$ cat src/rtl/xfs_pkg.sv
package xfs_pkg;
  typedef enum logic [2:0] {
    S_IDLE  = 3'd0,
    S_BLK   = 3'd1,
    S_BCHK  = 3'd2,
    S_WREQ  = 3'd3,
    S_WWAIT = 3'd4
  } xfs_state_e;

  localparam int GW = 2;
  localparam int VW = 8;
  localparam int FSW = 3;

  localparam logic [GW-1:0] GR_NONE = 2'd0;
  localparam logic [GW-1:0] GR_RO   = 2'd1;
  localparam logic [GW-1:0] GR_RW   = 2'd2;

  localparam logic [VW-1:0] VEC_DSTOR  = 8'h03;
  localparam logic [VW-1:0] VEC_ISTOR  = 8'h04;
  localparam logic [VW-1:0] VEC_IMISS  = 8'h10;
  localparam logic [VW-1:0] VEC_DRMISS = 8'h11;
  localparam logic [VW-1:0] VEC_DWMISS = 8'h12;

  localparam int FS_NOTFOUND = 0;
  localparam int FS_PROTECT  = 1;
  localparam int FS_STORE    = 2;

  typedef struct packed {
    logic fetch;
    logic write;
    logic quiet;
    logic swstyle;
  } xfs_req_t;
endpackage

$ cat src/rtl/xfs_ctrl.sv
module xfs_ctrl
  import xfs_pkg::*;
#(
  parameter int AW = 32
) (
  input  logic                clk,
  input  logic                rst_n,
  input  logic                req_start,
  input  logic [AW-1:0]       req_vaddr,
  input  logic                req_fetch,
  input  logic                req_write,
  input  logic                req_quiet,
  input  logic                cfg_swreload,
  input  logic                ms_irelo,
  input  logic                ms_drelo,
  input  logic                blk_hit,
  input  logic [GW-1:0]       blk_grant,
  input  logic [AW-1:0]       blk_paddr,
  input  logic                walk_done,
  input  logic                walk_match,
  input  logic [GW-1:0]       walk_grant,
  input  logic [AW-1:0]       walk_paddr,
  output logic                blk_req,
  output logic                walk_req,
  output logic                idle,
  output logic                fin,
  output logic                fin_fault,
  output logic                fin_matched,
  output logic [GW-1:0]       fin_grant,
  output logic [AW-1:0]       fin_paddr,
  output xfs_req_t            cur_req,
  output logic [AW-1:0]       cur_vaddr
);
  xfs_state_e st_q, st_d;
  xfs_req_t   req_q;
  logic [AW-1:0] vaddr_q;
  logic          bhit_q;
  logic [GW-1:0] bgrant_q;
  logic [AW-1:0] bpaddr_q;
  logic          accept;
  logic          bypass_now;
  logic          cap_blk_en;

  assign bypass_now = req_fetch ? !ms_irelo : !ms_drelo;
  assign cap_blk_en = (st_q == S_BLK);

  always_comb begin
    st_d        = st_q;
    accept      = 1'b0;
    fin         = 1'b0;
    fin_fault   = 1'b0;
    fin_matched = 1'b0;
    fin_grant   = GR_NONE;
    fin_paddr   = '0;
    case (st_q)
      S_IDLE: begin
        if (req_start) begin
          accept = 1'b1;
          if (bypass_now) begin
            fin       = 1'b1;
            fin_grant = GR_RW;
            fin_paddr = req_vaddr;
          end else begin
            st_d = S_BLK;
          end
        end
      end
      S_BLK: st_d = S_BCHK;
      S_BCHK: begin
        if (bhit_q) begin
          fin  = 1'b1;
          st_d = S_IDLE;
          if (bgrant_q != GR_NONE) begin
            fin_grant = bgrant_q;
            fin_paddr = bpaddr_q;
          end else begin
            fin_fault   = 1'b1;
            fin_matched = 1'b1;
          end
        end else begin
          st_d = S_WREQ;
        end
      end
      S_WREQ: st_d = S_WWAIT;
      S_WWAIT: begin
        if (walk_done) begin
          fin  = 1'b1;
          st_d = S_IDLE;
          if (walk_match && (walk_grant != GR_NONE)) begin
            fin_grant = walk_grant;
            fin_paddr = walk_paddr;
          end else begin
            fin_fault   = 1'b1;
            fin_matched = walk_match;
          end
        end
      end
      default: st_d = S_IDLE;
    endcase
  end

  always_ff @(posedge clk or negedge rst_n) begin
    if (!rst_n) begin
      st_q <= S_IDLE;
    end else begin
      st_q <= st_d;
    end
  end

  always_ff @(posedge clk or negedge rst_n) begin
    if (!rst_n) begin
      req_q   <= '0;
      vaddr_q <= '0;
    end else if (accept) begin
      req_q.fetch   <= req_fetch;
      req_q.write   <= req_write;
      req_q.quiet   <= req_quiet;
      req_q.swstyle <= cfg_swreload;
      vaddr_q       <= req_vaddr;
    end
  end

  always_ff @(posedge clk or negedge rst_n) begin
    if (!rst_n) begin
      bhit_q   <= 1'b0;
      bgrant_q <= GR_NONE;
      bpaddr_q <= '0;
    end else if (cap_blk_en) begin
      bhit_q   <= blk_hit;
      bgrant_q <= blk_grant;
      bpaddr_q <= blk_paddr;
    end
  end

  assign blk_req   = (st_q == S_BLK);
  assign walk_req  = (st_q == S_WREQ);
  assign idle      = (st_q == S_IDLE);
  assign cur_req   = req_q;
  assign cur_vaddr = vaddr_q;

  // once the block unit has hit, the walker is never started
  a_r2_no_walk_on_block_hit: assert property (@(posedge clk) disable iff (!rst_n)
    (st_q == S_BCHK && bhit_q) |=> (!walk_req && st_q == S_IDLE));

  // the walker start is a single-cycle pulse
  a_r4_walk_single: assert property (@(posedge clk) disable iff (!rst_n)
    walk_req |=> !walk_req);

  // a translated request queries the block unit in the very next cycle
  a_r10_blk_next: assert property (@(posedge clk) disable iff (!rst_n)
    (idle && req_start && !bypass_now) |=> blk_req);

  // no acceptance while busy: a start outside idle does not reopen the block query
  a_r9_busy_ignore: assert property (@(posedge clk) disable iff (!rst_n)
    (!idle && !blk_req && st_q != S_BCHK && req_start) |=> !blk_req);
endmodule

$ cat src/rtl/xfs_fault_enc.sv
module xfs_fault_enc
  import xfs_pkg::*;
(
  input  logic            fault,
  input  logic            matched,
  input  xfs_req_t        req,
  output logic            exc,
  output logic [VW-1:0]   vector,
  output logic            imiss_we,
  output logic            dmiss_we,
  output logic            dar_we,
  output logic            fsr_we,
  output logic            tgpr_set,
  output logic [FSW-1:0]  fsr
);
  logic raise;

  assign raise = fault && !req.quiet;

  always_comb begin
    exc      = raise;
    vector   = '0;
    imiss_we = 1'b0;
    dmiss_we = 1'b0;
    dar_we   = 1'b0;
    fsr_we   = 1'b0;
    tgpr_set = 1'b0;
    fsr      = '0;
    if (raise) begin
      if (req.swstyle) begin
        tgpr_set = 1'b1;
        if (req.fetch) begin
          vector   = VEC_IMISS;
          imiss_we = 1'b1;
        end else begin
          vector   = req.write ? VEC_DWMISS : VEC_DRMISS;
          dmiss_we = 1'b1;
        end
      end else if (req.fetch) begin
        vector = VEC_ISTOR;
      end else begin
        vector                = VEC_DSTOR;
        dar_we                = 1'b1;
        fsr_we                = 1'b1;
        fsr[FS_NOTFOUND]      = !matched;
        fsr[FS_PROTECT]       = matched;
        fsr[FS_STORE]         = req.write;
      end
    end
  end
endmodule

$ cat src/rtl/xfs_result.sv
module xfs_result
  import xfs_pkg::*;
#(
  parameter int AW = 32
) (
  input  logic            clk,
  input  logic            rst_n,
  input  logic            fin,
  input  logic [GW-1:0]   fin_grant,
  input  logic [AW-1:0]   fin_paddr,
  input  logic [AW-1:0]   fin_vaddr,
  input  logic            enc_exc,
  input  logic [VW-1:0]   enc_vector,
  input  logic            enc_imiss,
  input  logic            enc_dmiss,
  input  logic            enc_dar,
  input  logic            enc_fsr,
  input  logic            enc_tgpr,
  input  logic [FSW-1:0]  enc_status,
  output logic            done,
  output logic [AW-1:0]   paddr,
  output logic [GW-1:0]   grant,
  output logic            exc_valid,
  output logic [VW-1:0]   exc_vector,
  output logic            imiss_we,
  output logic            dmiss_we,
  output logic            dar_we,
  output logic            fsr_we,
  output logic [FSW-1:0]  fault_status,
  output logic [AW-1:0]   fault_addr,
  output logic            tgpr_set
);
  logic [5:0] pulse_d;

  assign pulse_d = fin ? {enc_exc, enc_imiss, enc_dmiss, enc_dar, enc_fsr, enc_tgpr} : 6'd0;

  always_ff @(posedge clk or negedge rst_n) begin
    if (!rst_n) begin
      done      <= 1'b0;
      exc_valid <= 1'b0;
      imiss_we  <= 1'b0;
      dmiss_we  <= 1'b0;
      dar_we    <= 1'b0;
      fsr_we    <= 1'b0;
      tgpr_set  <= 1'b0;
    end else begin
      done <= fin;
      {exc_valid, imiss_we, dmiss_we, dar_we, fsr_we, tgpr_set} <= pulse_d;
    end
  end

  always_ff @(posedge clk or negedge rst_n) begin
    if (!rst_n) begin
      paddr        <= '0;
      grant        <= GR_NONE;
      exc_vector   <= '0;
      fault_status <= '0;
      fault_addr   <= '0;
    end else if (fin) begin
      paddr        <= fin_paddr;
      grant        <= fin_grant;
      exc_vector   <= enc_vector;
      fault_status <= enc_status;
      fault_addr   <= fin_vaddr;
    end
  end
endmodule

$ cat src/rtl/xlat_fault_seq.sv
module xlat_fault_seq
  import xfs_pkg::*;
#(
  parameter int AW = 32
) (
  input  logic            clk,
  input  logic            rst_n,
  input  logic            req_start,
  input  logic [AW-1:0]   req_vaddr,
  input  logic            req_fetch,
  input  logic            req_write,
  input  logic            req_quiet,
  input  logic            cfg_swreload,
  input  logic            ms_irelo,
  input  logic            ms_drelo,
  output logic            blk_req,
  input  logic            blk_hit,
  input  logic [1:0]      blk_grant,
  input  logic [AW-1:0]   blk_paddr,
  output logic            walk_req,
  input  logic            walk_done,
  input  logic            walk_match,
  input  logic [1:0]      walk_grant,
  input  logic [AW-1:0]   walk_paddr,
  output logic            done,
  output logic [AW-1:0]   paddr,
  output logic [1:0]      grant,
  output logic            exc_valid,
  output logic [7:0]      exc_vector,
  output logic            imiss_we,
  output logic            dmiss_we,
  output logic            dar_we,
  output logic            fsr_we,
  output logic [2:0]      fault_status,
  output logic [AW-1:0]   fault_addr,
  output logic            tgpr_set
);
  logic            idle;
  logic            fin, fin_fault, fin_matched;
  logic [GW-1:0]   fin_grant;
  logic [AW-1:0]   fin_paddr;
  xfs_req_t        cur_req;
  logic [AW-1:0]   cur_vaddr;
  logic            e_exc, e_imiss, e_dmiss, e_dar, e_fsr, e_tgpr;
  logic [VW-1:0]   e_vec;
  logic [FSW-1:0]  e_status;

  xfs_ctrl #(.AW(AW)) u_ctrl (
    .clk(clk), .rst_n(rst_n),
    .req_start(req_start), .req_vaddr(req_vaddr), .req_fetch(req_fetch),
    .req_write(req_write), .req_quiet(req_quiet), .cfg_swreload(cfg_swreload),
    .ms_irelo(ms_irelo), .ms_drelo(ms_drelo),
    .blk_hit(blk_hit), .blk_grant(blk_grant), .blk_paddr(blk_paddr),
    .walk_done(walk_done), .walk_match(walk_match), .walk_grant(walk_grant),
    .walk_paddr(walk_paddr),
    .blk_req(blk_req), .walk_req(walk_req), .idle(idle),
    .fin(fin), .fin_fault(fin_fault), .fin_matched(fin_matched),
    .fin_grant(fin_grant), .fin_paddr(fin_paddr),
    .cur_req(cur_req), .cur_vaddr(cur_vaddr)
  );

  xfs_fault_enc u_enc (
    .fault(fin_fault), .matched(fin_matched), .req(cur_req),
    .exc(e_exc), .vector(e_vec), .imiss_we(e_imiss), .dmiss_we(e_dmiss),
    .dar_we(e_dar), .fsr_we(e_fsr), .tgpr_set(e_tgpr), .fsr(e_status)
  );

  xfs_result #(.AW(AW)) u_res (
    .clk(clk), .rst_n(rst_n), .fin(fin), .fin_grant(fin_grant),
    .fin_paddr(fin_paddr), .fin_vaddr(cur_vaddr),
    .enc_exc(e_exc), .enc_vector(e_vec), .enc_imiss(e_imiss),
    .enc_dmiss(e_dmiss), .enc_dar(e_dar), .enc_fsr(e_fsr),
    .enc_tgpr(e_tgpr), .enc_status(e_status),
    .done(done), .paddr(paddr), .grant(grant), .exc_valid(exc_valid),
    .exc_vector(exc_vector), .imiss_we(imiss_we), .dmiss_we(dmiss_we),
    .dar_we(dar_we), .fsr_we(fsr_we), .fault_status(fault_status),
    .fault_addr(fault_addr), .tgpr_set(tgpr_set)
  );

  // bypass completes one cycle later with the input address, read/write
  a_r1_bypass: assert property (@(posedge clk) disable iff (!rst_n)
    (idle && req_start && (req_fetch ? !ms_irelo : !ms_drelo))
      |=> (done && grant == GR_RW && paddr == $past(req_vaddr) && !exc_valid));

  // a raised fault always reports grant none in the done cycle
  a_r5_fault_no_grant: assert property (@(posedge clk) disable iff (!rst_n)
    exc_valid |-> (done && grant == GR_NONE));

  // the temporary-register request comes with exactly one miss-register strobe
  a_r6_tgpr_with_miss: assert property (@(posedge clk) disable iff (!rst_n)
    tgpr_set |-> ((imiss_we ^ dmiss_we) && !dar_we && !fsr_we));

  // a status update names exactly one cause and comes with the address update
  a_r7_one_cause: assert property (@(posedge clk) disable iff (!rst_n)
    fsr_we |-> ($countones(fault_status[1:0]) == 1 && dar_we && exc_valid));

  // register strobes never overlap across the two styles
  a_r8_strobe_excl: assert property (@(posedge clk) disable iff (!rst_n)
    $onehot0({imiss_we, dmiss_we, dar_we}));
endmodule

$ cat config.mk
export PLATFORM = sky130hd
export DESIGN_NAME = xlat_fault_seq
export DESIGN_NICKNAME = d
export VERILOG_FILES = /design/src/rtl/xfs_pkg.sv /design/src/rtl/xfs_ctrl.sv /design/src/rtl/xfs_fault_enc.sv /design/src/rtl/xfs_result.sv /design/src/rtl/xlat_fault_seq.sv
export SDC_FILE = /design/constraint.sdc
export NUM_CORES = 1
export LEC_CHECK = 0
export BUFFER_PORTS_ARGS = -buffer_cell sky130_fd_sc_hd__buf_4
export CAP_MARGIN = 20
export CORE_ASPECT_RATIO = 0.6
export CORE_UTILIZATION = 35
export CTS_BUF_LIST = sky130_fd_sc_hd__clkbuf_8
export DETAILED_ROUTE_END_ITERATION = 7
export MAX_ROUTING_LAYER = met4
export PLACE_DENSITY = 0.58
export SYNTH_ARGS = -nofsm -noshare
export SYNTH_HDL_FRONTEND = slang
export SYNTH_HIERARCHICAL = 1
export SYNTH_SLANG_ARGS = --single-unit
$ cat constraint.sdc
create_clock -name clk -period 5.1 [get_ports clk]
set_clock_uncertainty 0.1 [all_clocks]
set_input_delay 0.255 -clock clk [delete_from_list [all_inputs] [get_ports clk]]
set_output_delay 0.255 -clock clk [all_outputs]
set_load 0.03 [all_outputs]
==> flow_summary.json <==
{
  "outcome": "complete, no violations",
  "clk-insertion-delay-late_ns": 0.45,
  "ff2ff_path_depth": 5,
  "ff_latch_area_um2": 3950,
  "syn_to_final_growth_pct": 39.3,
  "r2r_start": "u_ctrl/st_q[0]",
  "diodes": 0,
  "maxCapViolCount": 0,
  "rows": 39,
  "p_per_area_nw_per_um2": 579,
  "cts.clk_slew.worst_paths_ns": 0.09,
  "start_util_pct": 36.4,
  "leakage_nw": 4.73,
  "regToRegEndpoint": "u_res/paddr[12]",
  "r2r_slack_ns": 2.06,
  "holdCritPathClass": "in -> reg",
  "multi_input_area_um2": 2820,
  "htreeDepth": 4,
  "hpwlAfterDp_mm": 12.3,
  "antenna_left": 0,
  "finalPower_mw": 5.69,
  "antenna_found_initial": 0,
  "drt_first_pass_iters": 4,
  "grt_pass1_wl_mm": 29.4,
  "worst_ep_arrival_time_ns": 3.27,
  "hold_viol": 0,
  "clk_path_buf_depth": 2,
  "vias": 4815,
  "grt_max_degree": 93,
  "ios": 198,
  "crit_path_end": "u_res/paddr[12]",
  "clkSinkCount": 158,
  "synth_warnings": 6,
  "drive_gt1_share_pct": 53.6,
  "tns_ns": 0,
  "wl_mm": 18.9,
  "crit_type": "reg -> reg",
  "drc": 0,
  "netlist_area_um2": 7050,
  "numPortBuffers": 197,
  "worstSetupEndpointType": "flop",
  "path_max_fanout": 61,
  "die_h_um": 112,
  "track_usage_pct": 19.4,
  "grt_setup_unrepaired": "no",
  "period_share_pct": 59.7,
  "critPathLaunch": "u_ctrl/st_q[0]",
  "min_period_ns": 3.04,
  "core_area_um2": 19400,
  "worstMarginPinSlew_ns": 1.10,
  "drtIter0Drc": 263,
  "grt_overflow_total": 0,
  "cts_buffers": 17,
  "finalSetupViolCount": 0,
  "slew_headroom_pct": 26.8,
  "max_freq_ghz": 0.329,
  "fp.dieW_um": 185,
  "grt_pass1_vias": 5219,
  "cts_tree": "done",
  "clockRootBuffer": "clkbuf_8",
  "wl_per_cell_um": 18.9,
  "synthCells": 460,
  "nets": 832,
  "crit_path_start_kind": "flop",
  "drv_slew": 0,
  "gp_congestion": 0.777,
  "via_per_inst": 4.82,
  "avgSynthCellArea_um2": 15.3,
  "critPathRequiredTime_ns": 5.33,
  "nFillCells": 1676,
  "vdd_drop_max_mv": 0.277,
  "cts_setup_buffers": 0,
  "fp.dieArea_um2": 20700
}
-- metal layers --
| metal | part of all wire [%] | wire, µm | up-vias | global-route usage [%] |
|---|---|---|---|---|
| li1 | - | - | 2198 | - |
| met1 | 49 | 9240 | 2432 | 27.6 |
| met3 | 7.1 | 1350 | 15 | 4.81 |
| met5 | 0 | 0 | - | - |
| met2 | 43 | 8170 | 170 | 27.6 |
| met4 | 0.89 | 169 | 0 | 4.63 |
-- placed cells by master, fill, tap and decap left out, drive strengths merged, types with 4 or more instances in the layout --
cell	count
a221o	33
and2	9
and3	34
buf	205
clkbuf	20
clkinvlp	4
conb	4
dfrtp	158
dlygate4sd3	73
inv	6
mux2	149
nor2	5
nor3b	5
-- worst min path at each step --
stage,from,slack (ns),endpoint,cells past startpoint
after detailed placement,rst_n,0.28,u_res/paddr[28],1
after floorplan,rst_n,-0.14,u_ctrl/bgrant_q[0],0
final,walk_paddr[13],0.06,u_res/paddr[13],3
after global placement,rst_n,0.27,u_res/fault_addr[28],1
after global routing,walk_paddr[14],0.03,u_res/paddr[14],3
after CTS,walk_paddr[13],0.02,u_res/paddr[13],3
-- sequential cells by signal (all words and copies together), names as in the netlist, 2 cells and up --
name                cells
u_res/grant             2
u_ctrl/cur_vaddr       32
u_res/fault_addr       32
u_ctrl/cur_req          4
u_ctrl/bpaddr_q        32
u_res/fault_status      3
u_res/exc_vector        8
u_ctrl/st_q             3
u_ctrl/bgrant_q         2
u_res/paddr            32
-- through the flow --
step	hold slack (ns)	instance area [µm²]	setup WS [ns]	utilization, %	instances
after floorplan	-0.141	7070	2.96	-	463
after global placement	0.272	8660	2.16	44.7	894
after detailed placement	0.285	8660	2.04	44.7	894
after CTS	0.0226	9830	2.02	50.7	999
after global routing	0.0258	9830	1.89	50.7	999
final	0.0626	9830	2.06	50.7	999
-- critical path: stages, from the launching register on --
cell	delay, ns
dfrtp_1	0.52
nor4b_4	0.33
nor2b_4	0.19
or3_4	0.82
buf_4	0.56
mux2_4	0.34
-- repair_timing --
action,4_1_cts,5_1_grt
setup endpoints to repair,0,0
resized for setup,0,0
endpoints found under the hold margin,163,0
hold buffers,73,0
-- power breakdown --
group,internal [mW],switching (mW)
sequential,1.77,0.340
combinational,1.32,1.22
clock,0.527,0.502
total,3.62,2.07
-- final cells by class --
class / instances / share of cell area, %
repair buffers: 278 / 23.1
clock buffers: 20 / 2.80
well taps: 266 / 3.39
multi-input cells: 262 / 28.7
flip-flops and latches: 158 / 40.2
inverters: 3 / 0.115
clock inverters: 12 / 1.62
Note: power is estimated with default switching activity, not from simulation.
